### src/rtl/isc_pkg.sv
package isc_pkg;

  typedef enum logic [2:0] {
    CMD_NOP      = 3'd0,
    CMD_CLR_BOTH = 3'd1,
    CMD_SET_SVC  = 3'd2,
    CMD_CLR_SVC  = 3'd3,
    CMD_SET_PEND = 3'd4,
    CMD_CLR_PEND = 3'd5,
    CMD_SET_EN   = 3'd6,
    CMD_CLR_EN   = 3'd7
  } cmd_e;

  // Field order gives the status byte layout: svc=7, en=6, pend=5, err=4
  typedef struct packed {
    logic svc;
    logic en;
    logic pend;
    logic err;
  } flags_t;

  localparam int CMD_LSB = 5;

  function automatic logic [7:0] status_byte(flags_t f);
    return {f, 4'b0000};
  endfunction

endpackage

### src/rtl/isc_src.sv
module isc_src
  import isc_pkg::*;
(
  input  logic   clk,
  input  logic   rst,
  input  logic   srst,
  input  logic   wr_hit,
  input  cmd_e   cmd,
  input  logic   evt,
  input  logic   ack_set,
  output flags_t flags
);

  flags_t nxt;

  always_comb begin
    nxt = flags;
    if (wr_hit) begin
      unique case (cmd)
        CMD_CLR_BOTH: begin nxt.pend = 1'b0; nxt.svc = 1'b0; nxt.err = 1'b0; end
        CMD_SET_SVC:  nxt.svc  = 1'b1;
        CMD_CLR_SVC:  nxt.svc  = 1'b0;
        CMD_SET_PEND: nxt.pend = 1'b1;
        CMD_CLR_PEND: begin nxt.pend = 1'b0; nxt.err = 1'b0; end
        CMD_SET_EN:   nxt.en   = 1'b1;
        CMD_CLR_EN:   nxt.en   = 1'b0;
        default:      ;
      endcase
    end
    // event judged on the flag state before this edge
    if (evt) begin
      nxt.err  = nxt.err | flags.pend;
      nxt.pend = 1'b1;
    end
    if (ack_set) nxt.svc = 1'b1;
  end

  always_ff @(posedge clk) begin
    if (rst || srst) flags <= '0;
    else             flags <= nxt;
  end

  p_err_origin_r4: assert property (@(posedge clk) disable iff (rst || srst)
    $rose(flags.err) |-> $past(flags.pend));
  p_set_en_r2: assert property (@(posedge clk) disable iff (rst || srst)
    (wr_hit && cmd == CMD_SET_EN) |=> flags.en);
  p_clr_en_r2: assert property (@(posedge clk) disable iff (rst || srst)
    (wr_hit && cmd == CMD_CLR_EN) |=> !flags.en);
  p_evt_pend_r4: assert property (@(posedge clk) disable iff (rst || srst)
    evt |=> flags.pend);
  p_nop_r12: assert property (@(posedge clk) disable iff (rst || srst)
    (wr_hit && cmd == CMD_NOP && !evt && !ack_set) |=> $stable(flags));
  p_ack_svc_r8: assert property (@(posedge clk) disable iff (rst || srst)
    ack_set |=> flags.svc);

endmodule

### src/rtl/isc_daisy.sv
module isc_daisy
  import isc_pkg::*;
#(
  parameter int NSRC = 3
) (
  input  logic            clk,
  input  logic            rst,
  input  flags_t          fl [NSRC],
  input  logic            mie,
  input  logic            chain_in,
  input  logic            dlc,
  output logic [NSRC-1:0] req,
  output logic            chain_out
);

  logic [NSRC:0] ei;

  assign ei[0] = chain_in;

  for (genvar k = 0; k < NSRC; k++) begin : g_link
    assign req[k]  = fl[k].pend & fl[k].en & mie & ~fl[k].svc & ei[k];
    assign ei[k+1] = ei[k] & ~fl[k].svc & ~req[k];

    p_svc_blocks_r6: assert property (@(posedge clk) disable iff (rst)
      fl[k].svc |-> !ei[k+1]);
  end

  assign chain_out = ei[NSRC] & ~dlc;

  p_one_req_r6: assert property (@(posedge clk) disable iff (rst)
    $onehot0(req));
  p_cut_r7: assert property (@(posedge clk) disable iff (rst)
    dlc |-> !chain_out);
  p_req_blocks_r6: assert property (@(posedge clk) disable iff (rst)
    (|req) |-> !chain_out);

endmodule

### src/rtl/isc_vec.sv
module isc_vec #(
  parameter int NSRC   = 3,
  parameter int COND_W = 3
) (
  input  logic                   clk,
  input  logic                   rst,
  input  logic                   srst,
  input  logic                   ack,
  input  logic [NSRC-1:0]        req,
  input  logic                   nv,
  input  logic [NSRC-1:0]        vis,
  input  logic [NSRC*COND_W-1:0] cond,
  input  logic [NSRC*8-1:0]      base,
  output logic [NSRC-1:0]        ack_hit,
  output logic                   vec_valid,
  output logic [7:0]             vec
);

  logic [7:0] cand [NSRC];
  logic [7:0] pick;

  for (genvar k = 0; k < NSRC; k++) begin : g_cand
    always_comb begin
      cand[k] = base[k*8 +: 8];
      if (vis[k]) cand[k][COND_W-1:0] = cond[k*COND_W +: COND_W];
    end
  end

  assign ack_hit = {NSRC{ack}} & req;

  // requests are one-hot by chain construction, so an OR merge suffices
  always_comb begin
    pick = '0;
    for (int k = 0; k < NSRC; k++)
      if (req[k]) pick = pick | cand[k];
  end

  always_ff @(posedge clk) begin
    if (rst || srst) begin
      vec_valid <= 1'b0;
      vec       <= '0;
    end else begin
      vec_valid <= ack & (|req) & ~nv;
      if (ack && (|req)) vec <= pick;
    end
  end

  p_pulse_r8: assert property (@(posedge clk) disable iff (rst || srst)
    vec_valid |=> !vec_valid);
  p_nv_r9: assert property (@(posedge clk) disable iff (rst || srst)
    vec_valid |-> !$past(nv));
  p_ack_needed_r8: assert property (@(posedge clk) disable iff (rst || srst)
    vec_valid |-> $past(ack));

endmodule

### src/rtl/isc_ctrl.sv
module isc_ctrl
  import isc_pkg::*;
#(
  parameter int NSRC   = 3,
  parameter int COND_W = 3
) (
  input  logic                      clk,
  input  logic                      rst,
  input  logic                      cmd_we,
  input  logic [$clog2(NSRC)-1:0]   cmd_sel,
  input  logic [7:0]                cmd_wdata,
  input  logic [NSRC-1:0]           evt_i,
  input  logic                      mie_i,
  input  logic                      srst_i,
  input  logic                      dlc_i,
  input  logic                      nv_i,
  input  logic [NSRC-1:0]           vis_i,
  input  logic                      chain_in_i,
  input  logic                      ack_i,
  input  logic [NSRC*8-1:0]         vec_base_i,
  input  logic [NSRC*COND_W-1:0]    cond_i,
  output logic [NSRC*8-1:0]         stat_o,
  output logic                      irq_o,
  output logic                      chain_out_o,
  output logic                      vec_valid_o,
  output logic [7:0]                vec_o
);

  localparam int SEL_W = $clog2(NSRC);

  cmd_e            cmd;
  flags_t          fl [NSRC];
  logic [NSRC-1:0] req;
  logic [NSRC-1:0] ack_hit;
  logic [NSRC-1:0] wr_hit;

  assign cmd = cmd_e'(cmd_wdata[CMD_LSB +: 3]);

  for (genvar k = 0; k < NSRC; k++) begin : g_src
    assign wr_hit[k] = cmd_we && (cmd_sel == SEL_W'(k));

    isc_src u_src (
      .clk     (clk),
      .rst     (rst),
      .srst    (srst_i),
      .wr_hit  (wr_hit[k]),
      .cmd     (cmd),
      .evt     (evt_i[k]),
      .ack_set (ack_hit[k]),
      .flags   (fl[k])
    );

    assign stat_o[k*8 +: 8] = status_byte(fl[k]);
  end

  isc_daisy #(.NSRC(NSRC)) u_daisy (
    .clk       (clk),
    .rst       (rst),
    .fl        (fl),
    .mie       (mie_i),
    .chain_in  (chain_in_i),
    .dlc       (dlc_i),
    .req       (req),
    .chain_out (chain_out_o)
  );

  isc_vec #(.NSRC(NSRC), .COND_W(COND_W)) u_vec (
    .clk       (clk),
    .rst       (rst),
    .srst      (srst_i),
    .ack       (ack_i),
    .req       (req),
    .nv        (nv_i),
    .vis       (vis_i),
    .cond      (cond_i),
    .base      (vec_base_i),
    .ack_hit   (ack_hit),
    .vec_valid (vec_valid_o),
    .vec       (vec_o)
  );

  always_ff @(posedge clk) begin
    if (rst || srst_i) irq_o <= 1'b0;
    else               irq_o <= |req;
  end

  p_irq_mie_r5: assert property (@(posedge clk) disable iff (rst || srst_i)
    irq_o |-> $past(mie_i));
  p_nop_lowbits_r12: assert property (@(posedge clk) disable iff (rst || srst_i)
    (cmd_we && cmd_wdata[7:5] == 3'd0 && cmd_wdata[4:0] != 5'd0 && evt_i == '0 && !ack_i)
    |=> $stable(stat_o));

endmodule

### config.mk
export PLATFORM = sky130hd
export DESIGN_NAME = isc_ctrl
export DESIGN_NICKNAME = d
export VERILOG_FILES = /design/src/rtl/isc_pkg.sv /design/src/rtl/isc_src.sv /design/src/rtl/isc_daisy.sv /design/src/rtl/isc_vec.sv /design/src/rtl/isc_ctrl.sv
export SDC_FILE = /design/constraint.sdc
export NUM_CORES = 1
export LEC_CHECK = 0
export BUFFER_PORTS_ARGS = -buffer_cell sky130_fd_sc_hd__buf_2
export CAP_MARGIN = 20
export CELL_PAD_IN_SITES_DETAIL_PLACEMENT = 0
export CELL_PAD_IN_SITES_GLOBAL_PLACEMENT = 1
export CORE_MARGIN = 3
export CORE_UTILIZATION = 28
export CTS_CLUSTER_SIZE = 30
export DETAILED_ROUTE_END_ITERATION = 7
export GPL_ROUTABILITY_DRIVEN = 0
export PLACE_DENSITY = 0.78
export SLEW_MARGIN = 15
export SYNTH_ARGS = -nofsm -noshare
export SYNTH_HDL_FRONTEND = slang
export SYNTH_SLANG_ARGS = --single-unit
### constraint.sdc
create_clock -name clk -period 1.55 [get_ports clk]
set_input_delay 0.155 -clock clk [delete_from_list [all_inputs] [get_ports clk]]
set_output_delay 0.155 -clock clk [all_outputs]
set_load 0.05 [all_outputs]
### Yosys cells after proc, flatten, opt, wreduce, memory -nomap -nowiden

Index checks and enable logic that the tools add are counted.

| cells by class | value |
|---|---|
| mux-type cells | 21 |
| eq/ne operators | 9 |
| bitwise logic cells | 35 |
| reduce and logical (&&, ||, !) cells | 31 |

Operators with widths:

| kind | count |
|---|---|
| $mux 8 | 3 |
| $and 1x1->1 | 21 |
| $reduce_and 2->1 | 9 |
| $reduce_bool 3->1 | 6 |
| $or 8x8->8 | 2 |
| $reduce_bool 2->1 | 7 |
| $eq 3x3->1 const B | 4 |
| $mux 4 | 3 |
| $mux 3 | 3 |
| $not 1->1 | 8 |
| $eq 3x2->1 const B | 2 |
| $mux 1 | 6 |
| $mux 2 | 3 |
| $pmux 1 s2 | 3 |
| $logic_and 1x1->1 | 4 |
| $reduce_or 2->1 | 2 |
| $and 3x3->3 | 1 |
| $eq 3x1->1 const B | 1 |
| $or 1x1->1 | 3 |
| $reduce_or 3->1 | 1 |
| $eq 2x1->1 const B | 1 |
| $eq 2x2->1 const B | 1 |
| $logic_not 2->1 | 1 |
| $logic_or 1x1->1 | 1 |

| word-level totals | value |
|---|---|
| register bits | 22 |
| input bits | 58 |
| word-level logic and storage cells | 111 |

### Logic depth before layout (Yosys ltp)

Gate-level depths: netlist of the first run.

| depth | value |
|---|---|
| depth in word-level cells | 13 |
| depth in mapped cells | 4 |
| gate-level depth less buffers | 4 |

### Cells and area by module

A second synthesis of the first run with hierarchy kept.

| second synthesis, totals | value |
|---|---|
| cells, all modules | 144 |
| area, all modules | 1428.9 um^2 |

Modules (own cells, without submodules):

| module | area each (um^2) | instances | cells an instance | sequential area each (um^2) |
|---|---|---|---|---|
| isc_src | 212.7 | 3 | 20 | 80.1 |
| isc_vec | 565.5 | 1 | 54 | 180.2 |
| isc_ctrl | 152.6 | 1 | 20 | 20.0 |
| isc_daisy | 72.6 | 1 | 10 | 0.0 |

### Worst setup path before layout of the first run

No wires, ideal clock.

| path | value |
|---|---|
| kind | register to output |
| from | register g_src[1].u_src.flags[1] in the netlist's numbering |
| to | output port chain_out_o |
| path buffers | 0 |
| arrival time | 1.806 ns |
| required time | 1.395 ns |
| stages on the path, launching flop included | 4 |
| path slack | -0.411 ns |
| path through | dfxtp_1 > a22o_4 > a21o_1 > a21oi_1 |

| on the way | value |
|---|---|
| cells in the longest elaborated chain, start to end | 10 |
| elaborated cells between the ends (all ways) | 11 |
| those cells by class | bitwise: 11 |

RTL lines:

| what | RTL line | RTL |
|---|---|---|
| start, declared | isc_src.sv:11 | `output flags_t flags` |
| start signal, assigned | isc_src.sv:40 | `else flags <= nxt;` |
| $and 1x1->1 (*) (4 in series) | isc_daisy.sv:21 | `assign req[k] = fl[k].pend & fl[k].en & mie & ~fl[k].svc & ei[k];` |
| $not 1->1 (*) | isc_daisy.sv:22 | `assign ei[k+1] = ei[k] & ~fl[k].svc & ~req[k];` |
| $and 1x1->1 (*) | isc_daisy.sv:22 |  |
| $and 1x1->1 | isc_daisy.sv:21 |  |
| $not 1->1 | isc_daisy.sv:22 |  |
| $and 1x1->1 (*) | isc_daisy.sv:22 |  |
| $and 1x1->1 (*) | isc_daisy.sv:28 | `assign chain_out = ei[NSRC] & ~dlc;` |
| end, declared | isc_ctrl.sv:24 | `output logic chain_out_o,` |

Every way passes the cells marked *; elsewhere a longest branch is shown, timed or not.

### Worst setup path in the final report of the first run

| path | value |
|---|---|
| from | register g_src[1].u_src.flags[2] in the netlist's numbering |
| to | output port chain_out_o |

Same word-level chain as after synthesis.

==> out/summary.log, run 1 <==
INFO  synthesis      ys_types=38
INFO  drt            ant_nets=0
INFO  synthesis      yosys.area.top_type=sky130_fd_sc_hd__dfxtp_1
INFO  worst_setup_path critPathRequiredTime=1.39ns
INFO  cells_and_area design.final.nets=279
INFO  drt            vias_per_cell=4.92
INFO  die            design.core.area=4440squm
INFO  cells_and_area drive_above_1_share=50.5%
INFO  grt            grt_start_max_net_pins=13
INFO  synthesis      synth_most_common_cell=sky130_fd_sc_hd__dfxtp_1
INFO  die            floorplan.die.height=74.3um
INFO  hold_path      worst_hold_path_type=in -> reg
INFO  drt            via_count=1,339
INFO  synthesis      synth_top_area_share=33.7%
INFO  worst_setup_path critical_path.cell_chain=a22o_4 > a21o_1 > a21oi_4 > buf_6
INFO  sta            final.period_utilization=99.0%
INFO  worst_setup_path critPathMaxFanout=4
INFO  clock_tree     clock_tree.root_cell=sky130_fd_sc_hd__clkbuf_8
INFO  synthesis      synth_async_sr_flop_share=0%
INFO  synthesis      synthTopCellsByCount=sky130_fd_sc_hd__dfxtp_1, sky130_fd_sc_hd__nor2_1, sky130_fd_sc_hd__buf_4, sky130_fd_sc_hd__a21oi_1, sky130_fd_sc_hd__o2bb2ai_1
INFO  clock_tree     cts_tree=done
INFO  sta            fin_tns_setup=0ns
INFO  sta            fmax_achieved=652MHz
INFO  die            die_w=74.3um
INFO  pwr            power_per_cell_area=686nW/um^2
INFO  worst_setup_path worst_setup_path_end_kind=primary output
INFO  worst_setup_path critical_path_class=reg -> out
INFO  sta            fin_worst_hold_slack=0.0491ns
INFO  outcome        run_status=completed
INFO  synthesis      synthesis.instances=136
INFO  drt            dr.pass1.iters=4
INFO  grt            global_route.usage.total=13.1%
INFO  sta            min_period=1.53ns
INFO  clock_tree     clock_path_buffers=2
INFO  synthesis      ys.flop_type=sky130_fd_sc_hd__dfxtp_1
INFO  drt            routed_wire_length_per_instance=13.6um
INFO  grt            antenna_found_initial=0
INFO  sta            setup_viol_count_final=0
INFO  worst_setup_path critical-path-slowest-cell=sky130_fd_sc_hd__dfxtp_2
INFO  pwr            ir_worst_vdd=0.283mV
INFO  placement      post-dp-hpwl=3040um
INFO  cells_and_area syn_to_final_growth=41.5%
INFO  grt            globalRouteOverflowTotal=0
INFO  synthesis      share_of_the_yosys_chip_area_belonging_to_registers=33.7%
INFO  sta            grt_setup_unrepaired=yes
INFO  placement      placed_cells_incl_taps=266
INFO  pwr            power.total=1270uW
INFO  synthesis      number_of_flip_flops_and_latches_in_the_synthesized_netlist=22
INFO  sta            slew_viol_final=0
INFO  job            number_of_max_capacitance_violations_reported=0
INFO  synthesis      ys_top_cells_by_area=sky130_fd_sc_hd__dfxtp_1, sky130_fd_sc_hd__buf_4, sky130_fd_sc_hd__o2bb2ai_1, sky130_fd_sc_hd__mux2_2, sky130_fd_sc_hd__nor2_1
INFO  drt            number_of_remaining_drc_errors=0
INFO  sta            hold_viol_final=0
INFO  worst_setup_path cp_data_arrival_time=1.38ns
INFO  synthesis      synth-edff-count=0
INFO  pwr            leakage=0.000843uW
INFO  clock_tree     cts_hold_buffers=0
INFO  cells_and_area final_cell_count_no_fill=272
INFO  clock_tree     numCtsBuffers=3
INFO  grt            grt_first_pass_wirelength=5590um
INFO  clock_tree     clock-sinks=22
INFO  clock_tree     clk_pin_slew_worst_paths=0.08ns
INFO  drt            detail_route.iter0.violations=61
INFO  die            initial_utilization=29.4%
INFO  die            io-pin-count=93
INFO  clock_tree     h-tree-depth=1
INFO  cells_and_area fillers=486
INFO  cells_and_area antenna_cells=0
INFO  worst_setup_path worstSetupStartpointType=flop
INFO  clock_tree     clk_latency=0.26ns
INFO  synthesis      synth_area=1310squm
INFO  die            rows=24
INFO  drt            drt_wl_total=3700um
INFO  worst_setup_path cp_top_family=compound AO/OA/AOI/OAI gates
INFO  placement      buffer_ports.inserted=75
INFO  grt            grt_pass1_vias=1,208
INFO  die            fp.dieArea=5530squm
INFO  synthesis      yosys_warning_total=0
INFO  worst_setup_path critical_path_buf_inv_count=1
INFO  sta            worst_clock_skew=0.00320ns
INFO  worst_setup_path largest_stage_delay_on_the_critical_path=0.35ns
INFO  synthesis      post_synth.cell_area_avg=9.61squm
## routing by layer
metal	track usage (%)	part of all wire, %	vias to the layer above
li1	-	-	665
met1	16.7	41	627
met2	22.0	51	43
met3	2.30	6.5	4
met4	5.34	1.4	0
met5	0	0	-
## timing repair
| action | in CTS | in global routing |
|---|---|---|
| resized for setup | 3 | 1 |
| setup endpoints to repair | 1 | 5 |
| pin swaps | 1 | 1 |
| gates cloned | 0 | 0 |
| buffers inserted | 2 | 0 |
## cell type report
| class | instances | area (sq um) | share of cell area [%] |
|---|---|---|---|
| tap | 52 | 65.1 | 3.52 |
| sequential | 22 | 449 | 24.3 |
| clock buffer | 4 | 55.1 | 2.97 |
| timing repair buffer | 83 | 454 | 24.5 |
| multi-input combinational | 108 | 816 | 44.1 |
| inverter | 3 | 11.3 | 0.609 |
## worst register-to-register path, cell delays in order (launching register included)
cell and delay [ns]:
sky130_fd_sc_hd__dfxtp_1 0.37, sky130_fd_sc_hd__nand4bb_4 0.29, sky130_fd_sc_hd__nor3_4 0.41, sky130_fd_sc_hd__a222oi_1 0.16, sky130_fd_sc_hd__o2bb2ai_1 0.16
## cell families after synthesis
| family | after synthesis | share of synthesized area, % |
|---|---|---|
| flops | 22 | 33.7 |
| other cells | 1 | 0.287 |
| buf+inv | 17 | 8.33 |
| mux | 9 | 7.46 |
| compound gates | 41 | 25.9 |
| simple gates | 46 | 24.3 |
## final timing paths
kind                                start               to  slack (ns)  depth (start not counted)
hold / removal                       nv_i  u_vec.vec_valid        0.05                          2
hold reg to reg              u_vec.vec[0]     u_vec.vec[0]        0.46                          1
setup reg to reg  g_src[1].u_src.flags[3]     u_vec.vec[6]        0.10                          4
setup / recovery  g_src[1].u_src.flags[2]      chain_out_o        0.02                          4
## cell usage in the layout, fill, tap and decap left out, types with 6 or more instances in the layout
cell,instances
sky130_fd_sc_hd__o2bb2ai_1,8
sky130_fd_sc_hd__buf_2,74
sky130_fd_sc_hd__conb_1,12
sky130_fd_sc_hd__nand2_1,6
sky130_fd_sc_hd__mux2_2,6
sky130_fd_sc_hd__a21oi_1,8
sky130_fd_sc_hd__dfxtp_1,17
sky130_fd_sc_hd__buf_4,7
sky130_fd_sc_hd__nor2_1,15
## state kept, by name, summed over array words and instances (netlist names)
| name | flops |
|---|---|
| u_vec.vec | 8 |
| g_src.u_src.flags | 12 |
| u_vec.vec_valid | 1 |
| irq_o | 1 |
## metrics by stage
step | cell area (sq um) | worst slack [ns] | util (%)
finish | 1850 | 0.0156 | 41.6
detailed placement | 1750 | 0.125 | 39.5
CTS | 1850 | 0.00513 | 41.5
floorplan | 1370 | 0.00227 | -
global route | 1850 | -0.0298 | 41.6
global placement | 1750 | 0.147 | 39.5
## power by group
group	switching (uW)	internal, uW	total, uW	leakage, uW
Sequential	7.72	571	579	0.000180
Combinational	177	95.7	273	0.000634
Clock	191	227	418	0.0000288
(Power assumes the default switching activity.)
==> inputs of run 2 (changes only) <==
--- a/config.mk
+++ b/config.mk
@@ -5,16 +5,17 @@
 export SDC_FILE = /design/constraint.sdc
 export NUM_CORES = 1
 export LEC_CHECK = 0
+export ABC_AREA = 1
 export BUFFER_PORTS_ARGS = -buffer_cell sky130_fd_sc_hd__buf_2
 export CAP_MARGIN = 20
 export CELL_PAD_IN_SITES_DETAIL_PLACEMENT = 0
 export CELL_PAD_IN_SITES_GLOBAL_PLACEMENT = 1
 export CORE_MARGIN = 3
-export CORE_UTILIZATION = 28
+export CORE_UTILIZATION = 27
 export CTS_CLUSTER_SIZE = 30
 export DETAILED_ROUTE_END_ITERATION = 7
 export GPL_ROUTABILITY_DRIVEN = 0
-export PLACE_DENSITY = 0.78
+export PLACE_DENSITY = 0.79
 export SLEW_MARGIN = 15
 export SYNTH_ARGS = -nofsm -noshare
 export SYNTH_HDL_FRONTEND = slang
==> out/summary.log, run 2 <==
INFO  cells_and_area top_regs=g_src.u_src.flags x12, u_vec.vec x8
INFO  drt            detail_route.iter0.violations=45
INFO  die            floorplan.die.height=79.3um
INFO  clock_tree     cts_tree=done
INFO  synthesis      yosys_warning_total=0
INFO  clock_tree     clk_pin_slew_worst_paths=0.08ns
INFO  drt            routed_wire_length_per_instance=10.4um
INFO  synthesis      synth_most_common_cell=sky130_fd_sc_hd__nand2_1
INFO  sta            grt_setup_unrepaired=no
INFO  synthesis      post_synth.cell_area_avg=6.25squm
INFO  synthesis      synth_async_sr_flop_share=0%
INFO  worst_setup_path crit_path_end=chain_out_o
INFO  sta            slew_viol_final=0
INFO  synthesis      synth_area=1450squm
INFO  pwr            p_sw_share=31.6%
INFO  die            initial_utilization=28.2%
INFO  outcome        run_status=completed
INFO  die            design.core.area=5140squm
INFO  worst_setup_path reg2reg_from=g_src[1].u_src.flags[3]
INFO  worst_setup_path critical_path_class=reg -> out
INFO  grt            global_route.usage.total=12.8%
INFO  grt            antenna_found_initial=0
INFO  job            number_of_max_capacitance_violations_reported=0
INFO  cells_and_area antenna_cells=0
INFO  placement      placed_cells_incl_taps=377
INFO  cells_and_area fillers=609
INFO  drt            via_count=1,619
INFO  cells_and_area layout.cells.most_common=sky130_fd_sc_hd__buf_2
INFO  pwr            power.net_switching=388uW
INFO  synthesis      synthesis.instances=232
INFO  clock_tree     numCtsBuffers=3
INFO  die            io-pin-count=93
INFO  sta            final.period_utilization=94.1%
INFO  drt            dr.pass1.iters=4
INFO  clock_tree     cts_hold_buffers=0
INFO  cells_and_area syn_to_final_growth=39.1%
INFO  die            fp.dieArea=6290squm
INFO  synthesis      synth_top_area_share=30.4%
INFO  pwr            comb_power_share=22.9%
INFO  pwr            leakage=0.00110uW
INFO  cells_and_area largest_reg_flops=12
INFO  synthesis      synthTopCellsByCount=sky130_fd_sc_hd__nand2_1, sky130_fd_sc_hd__inv_1, sky130_fd_sc_hd__nor2_1, sky130_fd_sc_hd__nand3_1, sky130_fd_sc_hd__dfxtp_1
INFO  pwr            power_per_cell_area=609nW/um^2
INFO  worst_setup_path worst_setup_path_startpoint=g_src[1].u_src.flags[3]
INFO  worst_setup_path largest_stage_delay_on_the_critical_path=0.35ns
INFO  pwr            p_seq_share=46.7%
INFO  worst_setup_path crit-reg2reg-capture=u_vec.vec[0]
INFO  grt            grt_first_pass_wirelength=6510um
INFO  worst_setup_path worstSetupStartpointType=flop
INFO  drt            ant_nets=0
INFO  drt            vias_per_cell=4.22
INFO  synthesis      ys_top_cells_by_area=sky130_fd_sc_hd__dfxtp_1, sky130_fd_sc_hd__nand2_1, sky130_fd_sc_hd__inv_1, sky130_fd_sc_hd__nand3_1, sky130_fd_sc_hd__nor2_1
INFO  pwr            clock_power_share=30.4%
INFO  pwr            cellInternalPower=840uW
INFO  die            rows=26
INFO  sta            fin_tns_setup=0ns
INFO  worst_setup_path reg2reg_depth=9
INFO  synthesis      yosys.area.top_type=sky130_fd_sc_hd__dfxtp_1
INFO  clock_tree     h-tree-depth=1
INFO  synthesis      share_of_the_yosys_chip_area_belonging_to_registers=30.4%
INFO  placement      post-dp-hpwl=3250um
INFO  worst_setup_path critical_path.cell_chain=inv_2 > nand3_2 > nor2_4 > nand2_4 > nor4_4 > buf_6
INFO  drt            drt_wl_total=4010um
INFO  drt            number_of_remaining_drc_errors=0
INFO  synthesis      ys.flop_type=sky130_fd_sc_hd__dfxtp_1
INFO  synthesis      ys_types=24
INFO  worst_setup_path critical-path-slowest-cell=sky130_fd_sc_hd__dfxtp_4
INFO  clock_tree     clock-sinks=22
INFO  clock_tree     clk_latency=0.26ns
INFO  sta            worst_clock_skew=0.00495ns
INFO  worst_setup_path rrSetupSlack=0.14ns
INFO  cells_and_area final_cell_count_no_fill=384
INFO  hold_path      worst_hold_path_type=in -> reg
INFO  sta            hold_viol_final=0
INFO  cells_and_area final_cell_mix=sky130_fd_sc_hd__buf_2, sky130_fd_sc_hd__nand2_1, sky130_fd_sc_hd__inv_1
INFO  worst_setup_path critPathRequiredTime=1.39ns
INFO  synthesis      synth-edff-count=0
INFO  cells_and_area design.final.nets=373
INFO  sta            fmax_achieved=685MHz
INFO  worst_setup_path worst_setup_path_end_kind=primary output
INFO  sta            min_period=1.46ns
INFO  clock_tree     clock_tree.root_cell=sky130_fd_sc_hd__clkbuf_8
INFO  grt            grt_start_max_net_pins=18
INFO  pwr            ir_worst_vdd=0.398mV
INFO  cells_and_area largest_register=g_src.u_src.flags
INFO  sta            setup_viol_count_final=0
INFO  worst_setup_path critPathMaxFanout=2
INFO  worst_setup_path cp_data_arrival_time=1.30ns
INFO  cells_and_area drive_above_1_share=36.9%
INFO  sta            final_critical_path_setup_slack=0.0908ns
INFO  placement      place_worst_setup_slack=0.0781ns
INFO  placement      buffer_ports.inserted=75
INFO  grt            grt_pass1_vias=1,421
INFO  grt            globalRouteOverflowTotal=0
INFO  synthesis      number_of_flip_flops_and_latches_in_the_synthesized_netlist=22
INFO  clock_tree     clock_path_buffers=2
INFO  die            die_w=79.3um
==> run 2: cell count changes after synthesis, sizes merged, moves of 6 or more <==
cell and change:
nand4 +8, o21ai +16, nand2 +47, inv +31, nand3 +24, nor2 +18, o2bb2ai -8, mux2 -6
==> run 2: worst min path at each step <==
stage / start / end / slack [ns] / cells past startpoint
6_report: nv_i / u_vec.vec_valid / 0.05 / 2
5_1_grt: nv_i / u_vec.vec_valid / 0.05 / 2
4_1_cts: nv_i / u_vec.vec_valid / 0.05 / 2
3_5_place_dp: nv_i / u_vec.vec_valid / 0.33 / 2
3_3_place_gp: nv_i / u_vec.vec_valid / 0.32 / 2
2_1_floorplan: nv_i / u_vec.vec_valid / 0.22 / 1
==> run 2: layout make-up <==
class                           count  area (sq um)  share of cell area (%)
Multi-Input combinational cell    168           837                    41.5
Timing Repair Buffer               86           464                    23.0
Inverter                           34           128                    6.33
Sequential cell                    22           455                    22.6
Clock buffer                        4          45.0                    2.23
Tap cell                           70          87.6                    4.34
==> run 2: per-stage QoR <==
stage               utilization (%)  cell area (sq um)  power, uW  hold slack, ns
finish                         39.2               2020       1230          0.0536
global route                   39.2               2020       1290          0.0515
CTS                            38.7               1990       1240          0.0505
detailed placement             37.3               1920        859           0.328
global placement               37.3               1920        857           0.324
floorplan                         -               1540        781           0.225
==> run 2: logic make-up (layout without fill, tap and decap cells) <==
logic type	count (synthesis)	count (layout)	synth area share [%]
simple gates	125	125	39.8
buf+inv	53	124	18.5
compound gates	31	31	11.1
flops	22	22	30.4
other cells	1	12	0.259
==> run 2: timing repair <==
action	4_1_cts	5_1_grt
pin swaps	2	0
buffers inserted	2	1
gates resized for setup	3	5
endpoints found under the setup margin	1	9
==> run 2: per-layer routing <==
| layer | wire [um] | GRT usage [%] | share of wire [%] |
|---|---|---|---|
| met1 | 1840 | 17.0 | 46 |
| met3 | 213 | 1.93 | 5.3 |
| met2 | 1920 | 21.6 | 48 |
| met4 | 34 | 3.09 | 0.85 |
| met5 | 0 | 0 | 0 |
==> run 2: worst max-delay path, delay by kind of cell (launching register included) <==
kind	cells	cell delay (ns)
buf+inv	2	0.24
flops	1	0.35
simple gates	4	0.44
==> run 2: power by group through the flow <==
stage / Clock (uW) / Sequential [uW] / Combinational [uW]
finish: 374 / 574 / 281
global route: 408 / 575 / 310
floorplan: 0 / 611 / 170
CTS: 388 / 573 / 280
detailed placement: 0 / 588 / 271
global placement: 0 / 588 / 269
